### src/rtl/isa_cfg_pkg.sv
// Package: shared constants and helpers for the ISA-configuration unit.
// Assumes a 64-bit register with one flag per letter A..Z in bits 25:0.
package isa_cfg_pkg;
    localparam int XLEN    = 64;
    localparam int NEXT    = 26;
    localparam int MXL_W   = 2;
    localparam int ADDR_W  = 12;
    localparam int VID_W   = 32;

    localparam int BIT_C = 2;
    localparam int BIT_D = 3;
    localparam int BIT_E = 4;
    localparam int BIT_F = 5;
    localparam int BIT_I = 8;
    localparam int BIT_S = 18;
    localparam int BIT_U = 20;

    localparam logic [ADDR_W-1:0] A_ISA   = 12'h301;
    localparam logic [ADDR_W-1:0] A_VEND  = 12'hF11;
    localparam logic [ADDR_W-1:0] A_ARCH  = 12'hF12;
    localparam logic [ADDR_W-1:0] A_IMPL  = 12'hF13;
    localparam logic [ADDR_W-1:0] A_HART  = 12'hF14;

    // Visible flags from stored flags: E is derived from I, except when
    // the base field is zero and nothing else is set.
    function automatic logic [NEXT-1:0] isa_view(input logic [NEXT-1:0] st,
                                                 input logic mxl_zero);
        logic [NEXT-1:0] v;
        v        = st;
        v[BIT_E] = ~st[BIT_I] & ~(mxl_zero & (st == '0));
        return v;
    endfunction
endpackage

### src/rtl/isa_wr_legalize.sv
// Module: turns raw write data into a legal extension set and decides
// whether the write must be suppressed. Purely combinational.
// Assumes cur_ext already obeys the mask and dependency rules.
module isa_wr_legalize
    import isa_cfg_pkg::*;
#(
    parameter logic [NEXT-1:0] EXT_MASK = 26'h014112D
) (
    input  logic [NEXT-1:0] cur_ext,
    input  logic [NEXT-1:0] raw_ext,
    input  logic            pc_half,
    output logic [NEXT-1:0] legal_ext,
    output logic            suppress
);
    logic [NEXT-1:0] masked;

    // Gate each flag with the build mask; E is never stored.
    for (genvar i = 0; i < NEXT; i++) begin : g_gate
        if (EXT_MASK[i] && (i != BIT_E)) begin : g_keep
            assign masked[i] = raw_ext[i];
        end else begin : g_zero
            assign masked[i] = 1'b0;
        end
    end

    // Apply dependency clearing, then evaluate the alignment hazard.
    always_comb begin
        legal_ext = masked;
        if (!legal_ext[BIT_F]) legal_ext[BIT_D] = 1'b0;
        if (!legal_ext[BIT_U]) legal_ext[BIT_S] = 1'b0;
        suppress = cur_ext[BIT_C] & ~legal_ext[BIT_C] & pc_half;
    end
endmodule

### src/rtl/isa_ext_state.sv
// Module: holds the committed extension flags and produces the
// reinitialize strobes for flags that turn on at a commit.
// Assumes legal_ext is already legalized and commit is qualified.
module isa_ext_state
    import isa_cfg_pkg::*;
#(
    parameter logic [NEXT-1:0] EXT_MASK = 26'h014112D,
    parameter bit              MXL_ZERO = 1'b0
) (
    input  logic            clk,
    input  logic            rst_n,
    input  logic            commit,
    input  logic [NEXT-1:0] legal_ext,
    output logic [NEXT-1:0] stored,
    output logic [NEXT-1:0] reinit
);
    localparam logic [NEXT-1:0] RST_EXT = EXT_MASK & ~(NEXT'(1) << BIT_E);

    logic [NEXT-1:0] view_now;
    logic [NEXT-1:0] view_new;

    // Visible flags before and after a candidate commit.
    always_comb begin
        view_now = isa_view(stored, MXL_ZERO);
        view_new = isa_view(legal_ext, MXL_ZERO);
    end

    // Commit register and one-cycle strobe on rising flags.
    always_ff @(posedge clk) begin
        if (!rst_n) begin
            stored <= RST_EXT;
            reinit <= '0;
        end else begin
            reinit <= commit ? (view_new & ~view_now) : '0;
            if (commit) stored <= legal_ext;
        end
    end
endmodule

### src/rtl/isa_csr_readmux.sv
// Module: read data selection for the ISA register and the identity
// block, plus detection of writes to read-only identity addresses.
module isa_csr_readmux
    import isa_cfg_pkg::*;
#(
    parameter logic [MXL_W-1:0] MXL       = 2'd2,
    parameter logic [VID_W-1:0] VENDOR_ID = '0,
    parameter logic [XLEN-1:0]  ARCH_ID   = '0,
    parameter logic [XLEN-1:0]  IMPL_ID   = '0
) (
    input  logic [ADDR_W-1:0] addr,
    input  logic              we,
    input  logic [NEXT-1:0]   view,
    input  logic [XLEN-1:0]   strap,
    output logic [XLEN-1:0]   rdata,
    output logic              illegal
);
    localparam int PAD = XLEN - MXL_W - NEXT;

    logic id_hit;

    // Address decode and data select.
    always_comb begin
        id_hit = 1'b0;
        unique case (addr)
            A_ISA:   rdata = {MXL, {PAD{1'b0}}, view};
            A_VEND:  begin rdata = {{(XLEN-VID_W){1'b0}}, VENDOR_ID}; id_hit = 1'b1; end
            A_ARCH:  begin rdata = ARCH_ID; id_hit = 1'b1; end
            A_IMPL:  begin rdata = IMPL_ID; id_hit = 1'b1; end
            A_HART:  begin rdata = strap;   id_hit = 1'b1; end
            default: rdata = '0;
        endcase
        illegal = we & id_hit;
    end
endmodule

### src/rtl/isa_cfg_unit.sv
// Module: top of the writable ISA-configuration register unit.
// Assumes EXT_MASK is self-consistent (D only with F, S only with U).
module isa_cfg_unit
    import isa_cfg_pkg::*;
#(
    parameter logic [MXL_W-1:0] MXL       = 2'd2,
    parameter logic [NEXT-1:0]  EXT_MASK  = 26'h014112D,
    parameter logic [VID_W-1:0] VENDOR_ID = '0,
    parameter logic [XLEN-1:0]  ARCH_ID   = '0,
    parameter logic [XLEN-1:0]  IMPL_ID   = '0
) (
    input  logic              clk,
    input  logic              rst_n,
    input  logic [ADDR_W-1:0] csr_addr,
    input  logic [XLEN-1:0]   csr_wdata,
    input  logic              csr_we,
    output logic [XLEN-1:0]   csr_rdata,
    output logic              csr_illegal,
    input  logic [XLEN-1:0]   next_pc,
    input  logic [XLEN-1:0]   hart_id_strap,
    output logic [NEXT-1:0]   ext_en,
    output logic [NEXT-1:0]   ext_reinit
);
    localparam bit MXL_ZERO = (MXL == '0);

    logic [NEXT-1:0] stored;
    logic [NEXT-1:0] legal_ext;
    logic            suppress;
    logic            commit;

    isa_wr_legalize #(.EXT_MASK(EXT_MASK)) u_leg (
        .cur_ext   (stored),
        .raw_ext   (csr_wdata[NEXT-1:0]),
        .pc_half   (next_pc[1]),
        .legal_ext (legal_ext),
        .suppress  (suppress)
    );

    // Qualify the commit on enable, address and the alignment hazard.
    always_comb commit = csr_we & (csr_addr == A_ISA) & ~suppress;

    isa_ext_state #(.EXT_MASK(EXT_MASK), .MXL_ZERO(MXL_ZERO)) u_st (
        .clk       (clk),
        .rst_n     (rst_n),
        .commit    (commit),
        .legal_ext (legal_ext),
        .stored    (stored),
        .reinit    (ext_reinit)
    );

    // Enables follow the visible flags of the committed state.
    always_comb ext_en = isa_view(stored, MXL_ZERO);

    isa_csr_readmux #(
        .MXL(MXL), .VENDOR_ID(VENDOR_ID), .ARCH_ID(ARCH_ID), .IMPL_ID(IMPL_ID)
    ) u_rd (
        .addr    (csr_addr),
        .we      (csr_we),
        .view    (ext_en),
        .strap   (hart_id_strap),
        .rdata   (csr_rdata),
        .illegal (csr_illegal)
    );
endmodule

### config.mk
export PLATFORM = sky130hd
export DESIGN_NAME = isa_cfg_unit
export DESIGN_NICKNAME = d
export VERILOG_FILES = /design/src/rtl/isa_cfg_pkg.sv /design/src/rtl/isa_wr_legalize.sv /design/src/rtl/isa_ext_state.sv /design/src/rtl/isa_csr_readmux.sv /design/src/rtl/isa_cfg_unit.sv
export SDC_FILE = /design/constraint.sdc
export NUM_CORES = 1
export LEC_CHECK = 0
export ABC_CLOCK_PERIOD_IN_PS = 2350
export BUFFER_PORTS_ARGS = -buffer_cell sky130_fd_sc_hd__buf_2
export CAP_MARGIN = 40
export CORE_AREA = 8 8 121 123
export DETAILED_ROUTE_END_ITERATION = 10
export DIE_AREA = 0 0 129 131
export GPL_ROUTABILITY_DRIVEN = 0
export PLACE_DENSITY = 0.59
export RECOVER_POWER = 50
export SYNTH_ARGS = -nofsm -noshare
export SYNTH_HDL_FRONTEND = slang
export SYNTH_HIERARCHICAL = 1
export SYNTH_SLANG_ARGS = --single-unit
### constraint.sdc
create_clock -name clk -period 2.35 [get_ports clk]
set_clock_uncertainty 0.15 [all_clocks]
set_input_delay 0.47 -clock clk [delete_from_list [all_inputs] [get_ports clk]]
set_output_delay 0.47 -clock clk [all_outputs]
set_load 0.05 [all_outputs]
==> metrics.md, run 1 <==
| Metric | Value |
|---|---|
| Final #Nets | 733 |
| Num CTS Buffers | 5 |
| Worst Path Required | 1730 ps |
| Clock Tree Buf Depth | 2 |
| Fillers | 1,244 |
| Final period util | 1.10 |
| # IOs | 324 |
| Critical Path Start Type | input pin |
| Final ANT Viol Nets | 0 |
| CTS clk-pin slew, worst paths | 60 ps |
| Worst Hold Endpoint | u_st/reinit[4] |
| Worst slew pin tran | 682 ps |
| Fmax achieved | 388 MHz |
| Std-Cell Rows | 42 |
| R2R Setup Slk | 400 ps |
| RSZ-0062 raised after global routing | yes |
| Worst path slowest cell | or4b_4 |
| Via count | 3,059 |
| Slew Limit Headroom | 0.547 |
| Initial antenna violation count | 0 |
| Crit path cell chain | buf_6 -> or4b_4 -> or2_4 -> buf_16 -> a21oi_2 -> buf_6 |
| Core outline area | 12,900 um2 |
| Cell Area, Placed | 4430 um2 |
| First-pass GRT wire length | 17.3 mm |
| Slowest cell delay on critical path | 560 ps |
| Worst Path Buf+Inv | 3 |
| Cells after Synth | 314 |
| Port Buffers | 204 |
| FF-to-FF path depth | 6 |
| DP Cell Count | 685 |
| Hold Path Origin | csr_wdata[8] |
| Worst hold path stage count | 2 |
| Failing checks | setup timing |
| Number of global-route vias before repair | 3,248 |
| 1st-iter DRT viols | 142 |
| Dpl hpwl | 9.13 mm |
| Final setup violation count | 65 |
| CTS HTree Levels | 2 |
| Post-route cell area | 5330 um2 |
| Setup ws final | -224 ps |
| Maximum VDD drop | 0.000177 V |
| Endpoints failing hold | 0 |
| Reg2reg start | u_st/stored[2] |
| Mapped Area | 2910 um2 |
| Share of cells above drive strength 1 | 0.561 |
| Post-synthesis average cell area | 9.26 um2 |
| Worst Hold Class | input pin to flip-flop |
| Register area | 1020 um2 |
| Clock sink total | 51 |
| Slew Limit Fails | 0 |
| Footprint of the multi-input gates | 1950 um2 |
| Worst reg2reg path endpoint | u_st/reinit[20] |
| Vias per cell | 4.35 |
| Grt total ovfl | 0 |
| Starting Density | 0.226 |
| Final Instance Count excl. Fillers | 703 |
| Die H | 131 um |
| Top Family by Delay on Critical Path | simple AND/OR/NAND/NOR gates |
| Max Cap Viol | 0 |
| Wire per inst | 17.7 um |
| Critical path type | input pin to output pin |
| Drt drc | 0 |
| Pwr Density | 350 nW/um2 |
| Clk_lat worst skew | 280 ps |
| Worst-path fanout max | 14 |
| CTS root buf | clkbuf_16 |
| Crit. End Element | output pin |
| Routed WL | 12.5 mm |
| Total track usage | 0.133 |
| Die W | 129 um |
| Setup WS pre-CTS | -374 ps |
| CP arrival | 1950 ps |
| Most used cell, CP | buf_6 |
| Run status | complete, but fails checks |
| Area Overhead vs Synth | 83.1% |
| Largest net degree at the start of global routing | 38 |
| Die ar. | 16,900 um2 |
| CTS tree | yes |
| Syn. warnings | 6 |
| Leakage | 2.02 nW |
| DR pass1 iterations | 4 |
| Minimum clock period | 2570 ps |
-- cells in the final DEF, fill, tap and decap left out, types with 17 or more instances in the layout --
cell,count
dfxtp_1,51
clkbuf_1,44
buf_6,27
a21oi_4,17
mux2i_1,25
and2_4,37
nor3b_2,20
buf_8,43
nor2b_1,18
nand3_1,53
buf_2,95
conb_1,17
-- power by group --
group	total [W]	leakage, nW	switching, W	internal, W
sequential	0.000864	0.411	0.0000000486	0.000864
combinational	0.000197	1.54	0.0000950	0.000102
clock	0.000802	0.0769	0.000305	0.000497
total	0.00186	2.02	0.000400	0.00146
-- worst register-to-register path, stage by stage, from the launching register on --
cell     delay (ps)
dfxtp_1         370
and3b_1         220
nor4b_2         240
and4_2          330
buf_12          180
nand2_4         160
nor3b_1         230
-- registers in the layout, summed over array words and instances, names as in the netlist --
| name | count |
|---|---|
| u_st/stored | 25 |
| u_st/reinit | 26 |
-- repair_timing --
item	in CTS	in global routing
endpoints found under the setup margin	65	65
hold endpoints to repair	0	0
pin swaps	4	9
buffers inserted	0	2
hold buffers	0	0
resized for setup	164	22
gates cloned	0	8
-- metrics by stage --
step	power [W]	utilization	setup TNS (ps)	hold slack, ps
after floorplan	0.000977	-	-9020	494
after global placement	0.00107	0.344	-17040	305
after detailed placement	0.00107	0.344	-19330	319
after CTS	0.00189	0.399	-11580	218
after global routing	0.00195	0.414	-15260	227
final	0.00186	0.414	-12550	228
-- worst max-delay path by stage --
stage | cells past startpoint | start | to | slack [ps]
after CTS | 6 | csr_addr[5] | csr_rdata[7] | -230
after global routing | 6 | csr_addr[5] | csr_rdata[5] | -260
after detailed placement | 5 | csr_addr[5] | csr_illegal | -370
after floorplan | 4 | csr_addr[5] | csr_illegal | -390
final | 6 | csr_addr[5] | csr_rdata[6] | -220
after global placement | 5 | csr_addr[5] | csr_illegal | -320
-- layout make-up --
type	count	area share
antenna	1	0.000470
clock buffer	6	0.0242
clock inverter	1	0.00564
inverter	2	0.00141
multi-input combinational	231	0.366
sequential	51	0.192
tap	176	0.0413
timing repair buffer	235	0.369
-- layer usage --
metal,up-vias,GRT usage,wire (um)
met4,0,0.0214,43
met5,-,0,0
met3,4,0.0422,1100
met2,128,0.251,6450
li1,1473,-,-
met1,1454,0.144,4860
Power figures use the tool's default switching activity.
==> run 2: changes to the inputs <==
Settings changed: ABC_CLOCK_PERIOD_IN_PS 2350 to 3000, BUFFER_PORTS_ARGS -buffer_cell sky130_fd_sc_hd__buf_2 to not set, CORE_AREA 8 8 121 123 to 8 8 119 121, DIE_AREA 0 0 129 131 to 0 0 127 129, DONT_BUFFER_PORTS set to 1, PLACE_DENSITY 0.59 to 0.35.
Clock period 2.35 ns to 3 ns, I/O delays scaled along.
==> run 2 against run 1 <==
  * The run now ends clean
  * Non-clock buffer count decreased by 147
  * Sequential cell count did not move
  * Sequential share of layout area up 6.6 points
  * Register-to-register slack got worse by 100 ps
  * Power down 28%
  * Critical endpoint is now csr_rdata[3]
==> metrics.md, run 2 (synthesis gave the netlist of run 1 again) <==
| Metric | Value |
|---|---|
| Final setup violation count | 0 |
| Crit. End Element | output pin |
| CP arrival | 2120 ps |
| Core outline area | 12,300 um2 |
| CTS clk-pin slew, worst paths | 70 ps |
| Worst Path Required | 2250 ps |
| Slowest cell delay on critical path | 540 ps |
| Post-cts resize count | 0 |
| Vias per cell | 4.58 |
| R2R Setup Slk | 300 ps |
| Endpoints failing hold | 0 |
| Routed WL | 10.7 mm |
| Leading cell type in the layout, fill and taps excluded | nand3_1 |
| Commonest cells after routing, fill and taps aside | 53 x nand3_1, 51 x dfxtp_1, 32 x buf_4, 32 x buf_12 |
| Area Overhead vs Synth | 36.4% |
| CTS HTree Levels | 2 |
| Hold Path Origin | csr_wdata[8] |
| Num CTS Buffers | 5 |
| Met3 routed WL | 995 um |
| Final Instance Count excl. Fillers | 530 |
| Most used cell, CP | buf_4 |
| WL met2 | 5.45 mm |
| RSZ-0062 raised after global routing | no |
| Critical Path Start Type | input pin |
| Antenna diodes | 0 |
| Critical path type | input pin to output pin |
| Cell Area, Placed | 3940 um2 |
| Die W | 127 um |
| Biggest register | u_st/reinit |
| Postcts setup bufs | 0 |
| Max Cap Viol | 0 |
| Std-Cell Rows | 41 |
| Grt total ovfl | 0 |
| Wire per inst | 20.2 um |
| Worst hold path stage count | 1 |
| Die ar. | 16,400 um2 |
| Worst path slowest cell | or4b_4 |
| Fmax achieved | 349 MHz |
| Starting Density | 0.236 |
| Top Family by Delay on Critical Path | simple AND/OR/NAND/NOR gates |
| Leakage | 1.34 nW |
| Share of cells above drive strength 1 | 0.332 |
| Final period util | 0.956 |
| Number of flip-flops in the largest register | 26 |
| Final ANT Viol Nets | 0 |
| Largest regs | u_st/reinit x26, u_st/stored x25 |
| Dpl hpwl | 8.37 mm |
| Setup TNS | 0 ps |
| Number of global-route vias before repair | 2,532 |
| Post-route cell area | 3970 um2 |
| Via count | 2,427 |
| Largest net degree at the start of global routing | 38 |
| Minimum clock period | 2870 ps |
| Clock sink total | 51 |
| Drt drc | 0 |
| DR pass1 iterations | 4 |
| Worst Hold Endpoint | u_st/reinit[4] |
| Die H | 129 um |
| Slew Limit Fails | 0 |
| Worst Hold Class | input pin to flip-flop |
| Port Buffers | 0 |
| Max Used Layer | met4 |
| Reg2reg start | u_st/stored[2] |
| FF-to-FF path depth | 7 |
| CTS root buf | clkbuf_16 |
| Initial antenna violation count | 0 |
| Hold buffer count at cts | 0 |
| Clock Tree Buf Depth | 2 |
| Crit path cell chain | or4b_4 -> or2_2 -> buf_4 -> a21oi_1 -> buf_4 |
| Worst-path fanout max | 11 |
| DRT met1 WL | 4.16 mm |
| Run status | completed |
| Total track usage | 0.128 |
| 1st-iter DRT viols | 82 |
| Worst reg2reg path endpoint | u_st/stored[12] |
| DP Cell Count | 522 |
| First-pass GRT wire length | 15.9 mm |
| CTS tree | yes |
| Slew Limit Headroom | 0.464 |
| Clk_lat worst skew | 300 ps |
| Worst Path Buf+Inv | 2 |
| Final #Nets | 586 |
| Worst slew pin tran | 805 ps |
| Maximum VDD drop | 0.000209 V |
| # IOs | 324 |
| Pwr Density | 340 nW/um2 |
==> run 2: cell types whose count changed in the layout (fill, tap and decap cells not counted), sizes merged <==
cell	delta
clkbuf	-23
buf	-124
clkinvlp	+1
diode	-1
bufinv	-1
clkinv	+1
==> run 2: layout make-up <==
class,instances,area (um2)
sequential,51,1020
clock inverter,2,16.3
timing repair buffer,88,972
fill,1299,8340
multi-input combinational,231,1630
tap,150,188
inverter,2,7.51
clock buffer,6,139
==> run 2: power by group <==
group,internal (W),total (W),switching [W]
Sequential,0.000676,0.000676,0.0000000664
Combinational,0.0000281,0.0000627,0.0000347
Clock,0.000334,0.000611,0.000277
==> run 2: per-layer routing <==
layer / vias to the layer above / global-route usage
met5: - / 0
met4: 0 / 0.0357
met3: 9 / 0.0554
met2: 120 / 0.230
met1: 1133 / 0.134
li1: 1165 / -
==> run 2: per-stage QoR <==
step	utilization	worst slack (ps)	hold slack, ps	power (W)
after CTS	0.332	121	194	0.00138
after global routing	0.322	70.4	192	0.00141
final	0.322	133	204	0.00135
after global placement	0.320	128	415	0.000754
after detailed placement	0.320	124	435	0.000755
after floorplan	-	-279	570	0.000762
==> run 2: worst max path at each step <==
| stage | start | to | slack (ps) | cells past startpoint |
|---|---|---|---|---|
| after floorplan | csr_addr[5] | csr_rdata[0] | -280 | 5 |
| after detailed placement | csr_addr[5] | csr_rdata[3] | 120 | 5 |
| final | csr_addr[5] | csr_rdata[3] | 130 | 5 |
| after global placement | csr_addr[5] | csr_rdata[23] | 130 | 5 |
| after CTS | csr_addr[5] | csr_rdata[3] | 120 | 5 |
| after global routing | csr_addr[5] | csr_rdata[15] | 70 | 5 |
==> run 3: changes to the inputs <==
Settings changed: CORE_AREA 8 8 119 121 to 2 2 127 129, CTS_BUF_LIST set to sky130_fd_sc_hd__clkbuf_4 sky130_fd_sc_hd__clkbuf_8, DIE_AREA 0 0 127 129 to 0 0 129 131, GPL_TIMING_DRIVEN set to 0, PLACE_DENSITY 0.35 to 0.3.
==> run 3 against run 2 <==
  * Combinational power rose by 49%
  * Sequential cell count did not move
  * Setup slack got worse by 86 ps
  * Non-clock buffer count fell by 11
  * Cell area fell by 8.7%
  * Critical path type unchanged
  * Highest routed layer unchanged
==> metrics.md, run 3 (synthesis gave the netlist of run 1 again) <==
| Metric | Value |
|---|---|
| Hold Path Origin | csr_wdata[8] |
| Largest regs | u_st/reinit x26, u_st/stored x25 |
| Largest net degree at the start of global routing | 18 |
| Crit path cell chain | or4b_4 -> or2_4 -> a2111oi_4 |
| Share of cells above drive strength 1 | 0.401 |
| Drt drc | 0 |
| Worst Hold Endpoint | u_st/reinit[4] |
| DR pass1 iterations | 4 |
| CP arrival | 2200 ps |
| Leading cell type in the layout, fill and taps excluded | buf_4 |
| Leakage | 1.26 nW |
| Number of flip-flops in the largest register | 26 |
| Antenna diodes | 0 |
| Area Overhead vs Synth | 24.6% |
| Maximum VDD drop | 0.000166 V |
| Total track usage | 0.122 |
| CTS root buf | clkbuf_8 |
| Worst hold path stage count | 2 |
| Worst reg2reg path endpoint | u_st/stored[10] |
| Number of global-route vias before repair | 2,345 |
| Run status | completed |
| Worst Path Buf+Inv | 0 |
| Fmax achieved | 339 MHz |
| Top Family by Delay on Critical Path | simple AND/OR/NAND/NOR gates |
| Setup ws final | 46.3 ps |
| First-pass GRT wire length | 14.9 mm |
| Commonest cells after routing, fill and taps aside | 57 x buf_4, 53 x nand3_1, 51 x dfxtp_1 |
| CTS tree | yes |
| Via count | 2,416 |
| 1st-iter DRT viols | 70 |
| CTS clk-pin slew, worst paths | 110 ps |
| Endpoints failing hold | 0 |
| Worst-path fanout max | 5 |
| Routed WL | 10.7 mm |
| Std-Cell Rows | 46 |
| Worst slew pin tran | 849 ps |
| DP Cell Count | 576 |
| Biggest register | u_st/reinit |
| # IOs | 324 |
| Slowest cell delay on critical path | 750 ps |
| Final setup violation count | 0 |
| Port Buffers | 0 |
| Final ANT Viol Nets | 0 |
| Dpl hpwl | 8.05 mm |
| Slew Limit Fails | 0 |
| Setup TNS | 0 ps |
| FF-to-FF path depth | 7 |
| Slew Limit Headroom | 0.434 |
| Reg2reg start | u_st/stored[2] |
| CTS HTree Levels | 2 |
| Worst Hold Class | input pin to flip-flop |
| Starting Density | 0.187 |
| Minimum clock period | 2950 ps |
| Vias per cell | 4.13 |
| Wire per inst | 18.3 um |
| Clock sink total | 51 |
| Die W | 129 um |
| Die H | 131 um |
| Fillers | 1,723 |
| RSZ-0062 raised after global routing | yes |
| Num CTS Buffers | 5 |
| Die ar. | 16,900 um2 |
| Final period util | 0.985 |
| Initial antenna violation count | 0 |
| Critical Path Start Type | input pin |
| Setup WS pre-CTS | -438 ps |
| Clock Tree Buf Depth | 2 |
| Clk_lat worst skew | 320 ps |
| Final #Nets | 575 |
| Crit. End Element | output pin |
| Grt total ovfl | 0 |
| Worst path slowest cell | a2111oi_4 |
| Worst Path Required | 2250 ps |
| Final Instance Count excl. Fillers | 585 |
| R2R Setup Slk | 210 ps |
| Core outline area | 15,600 um2 |
| Max Cap Viol | 0 |
| Pwr Density | 384 nW/um2 |
| Critical path type | input pin to output pin |
[run 3: cell types whose count changed in the layout (fill, tap and decap cells not counted), moves of 5 or more]
cell | previous run | this run
clkbuf_16 | 5 | 0
and2_2 | 26 | 37
clkbuf_2 | 1 | 8
buf_12 | 32 | 0
buf_4 | 32 | 57
and2_1 | 13 | 2
buf_2 | 0 | 6
clkbuf_1 | 23 | 4
[run 3: worst register-to-register path: cells and delay by family (launching register included)]
family | cells | cell delay (ps)
and+or+nand+nor | 4 | 900
DFF | 1 | 530
buffers and inverters | 2 | 850
muxes | 1 | 280
[run 3: worst max-delay path by stage]
stage	from	to	slack (ps)	cells past startpoint
after floorplan	csr_addr[5]	csr_rdata[0]	-280	5
after global placement	csr_addr[4]	csr_rdata[22]	-1050	4
after detailed placement	csr_addr[10]	csr_rdata[22]	-440	6
after CTS	csr_addr[6]	csr_illegal	-30	3
after global routing	csr_addr[5]	csr_illegal	-0.3	3
final	csr_addr[5]	csr_illegal	50	3
[run 3: report_power, final]
group	switching, W	internal, W
Combinational	0.0000488	0.0000447
Clock	0.000282	0.000339
Sequential	0.000000180	0.000677
[run 3: per-layer routing]
metal / global-route usage / wire length (um) / vias to the layer above
li1: - / - / 1149
met1: 0.149 / 4590 / 1148
met2: 0.215 / 5350 / 112
met3: 0.0318 / 630 / 7
met4: 0.0288 / 115 / 0
met5: 0 / 0 / -
[run 3: final cells by class]
cell class	instances	area (um2)	area share
multi-input combinational	231	1650	0.455
clock inverter	3	71.3	0.0197
tap	216	270	0.0746
buffer	43	280	0.0773
sequential	51	1020	0.282
timing repair buffer	34	255	0.0704
clock buffer	5	68.8	0.0190
inverter	2	7.51	0.00207
[run 3: per-stage QoR]
stage | hold WS [ps] | power (W) | area, um2 | utilization
floorplan | 570 | 0.000762 | 2980 | -
global placement | 602 | 0.000783 | 3250 | 0.208
detailed placement | 607 | 0.000786 | 3480 | 0.223
CTS | 259 | 0.00144 | 3660 | 0.234
global route | 264 | 0.00146 | 3620 | 0.232
finish | 288 | 0.00139 | 3620 | 0.232
[run 3: timing repair]
action	4_1_cts	5_1_grt
setup buffers	4	0
hold buffers	0	0
pin swaps	3	3
endpoints found under the setup margin	35	4
cloned	0	0
resized for setup	17	3
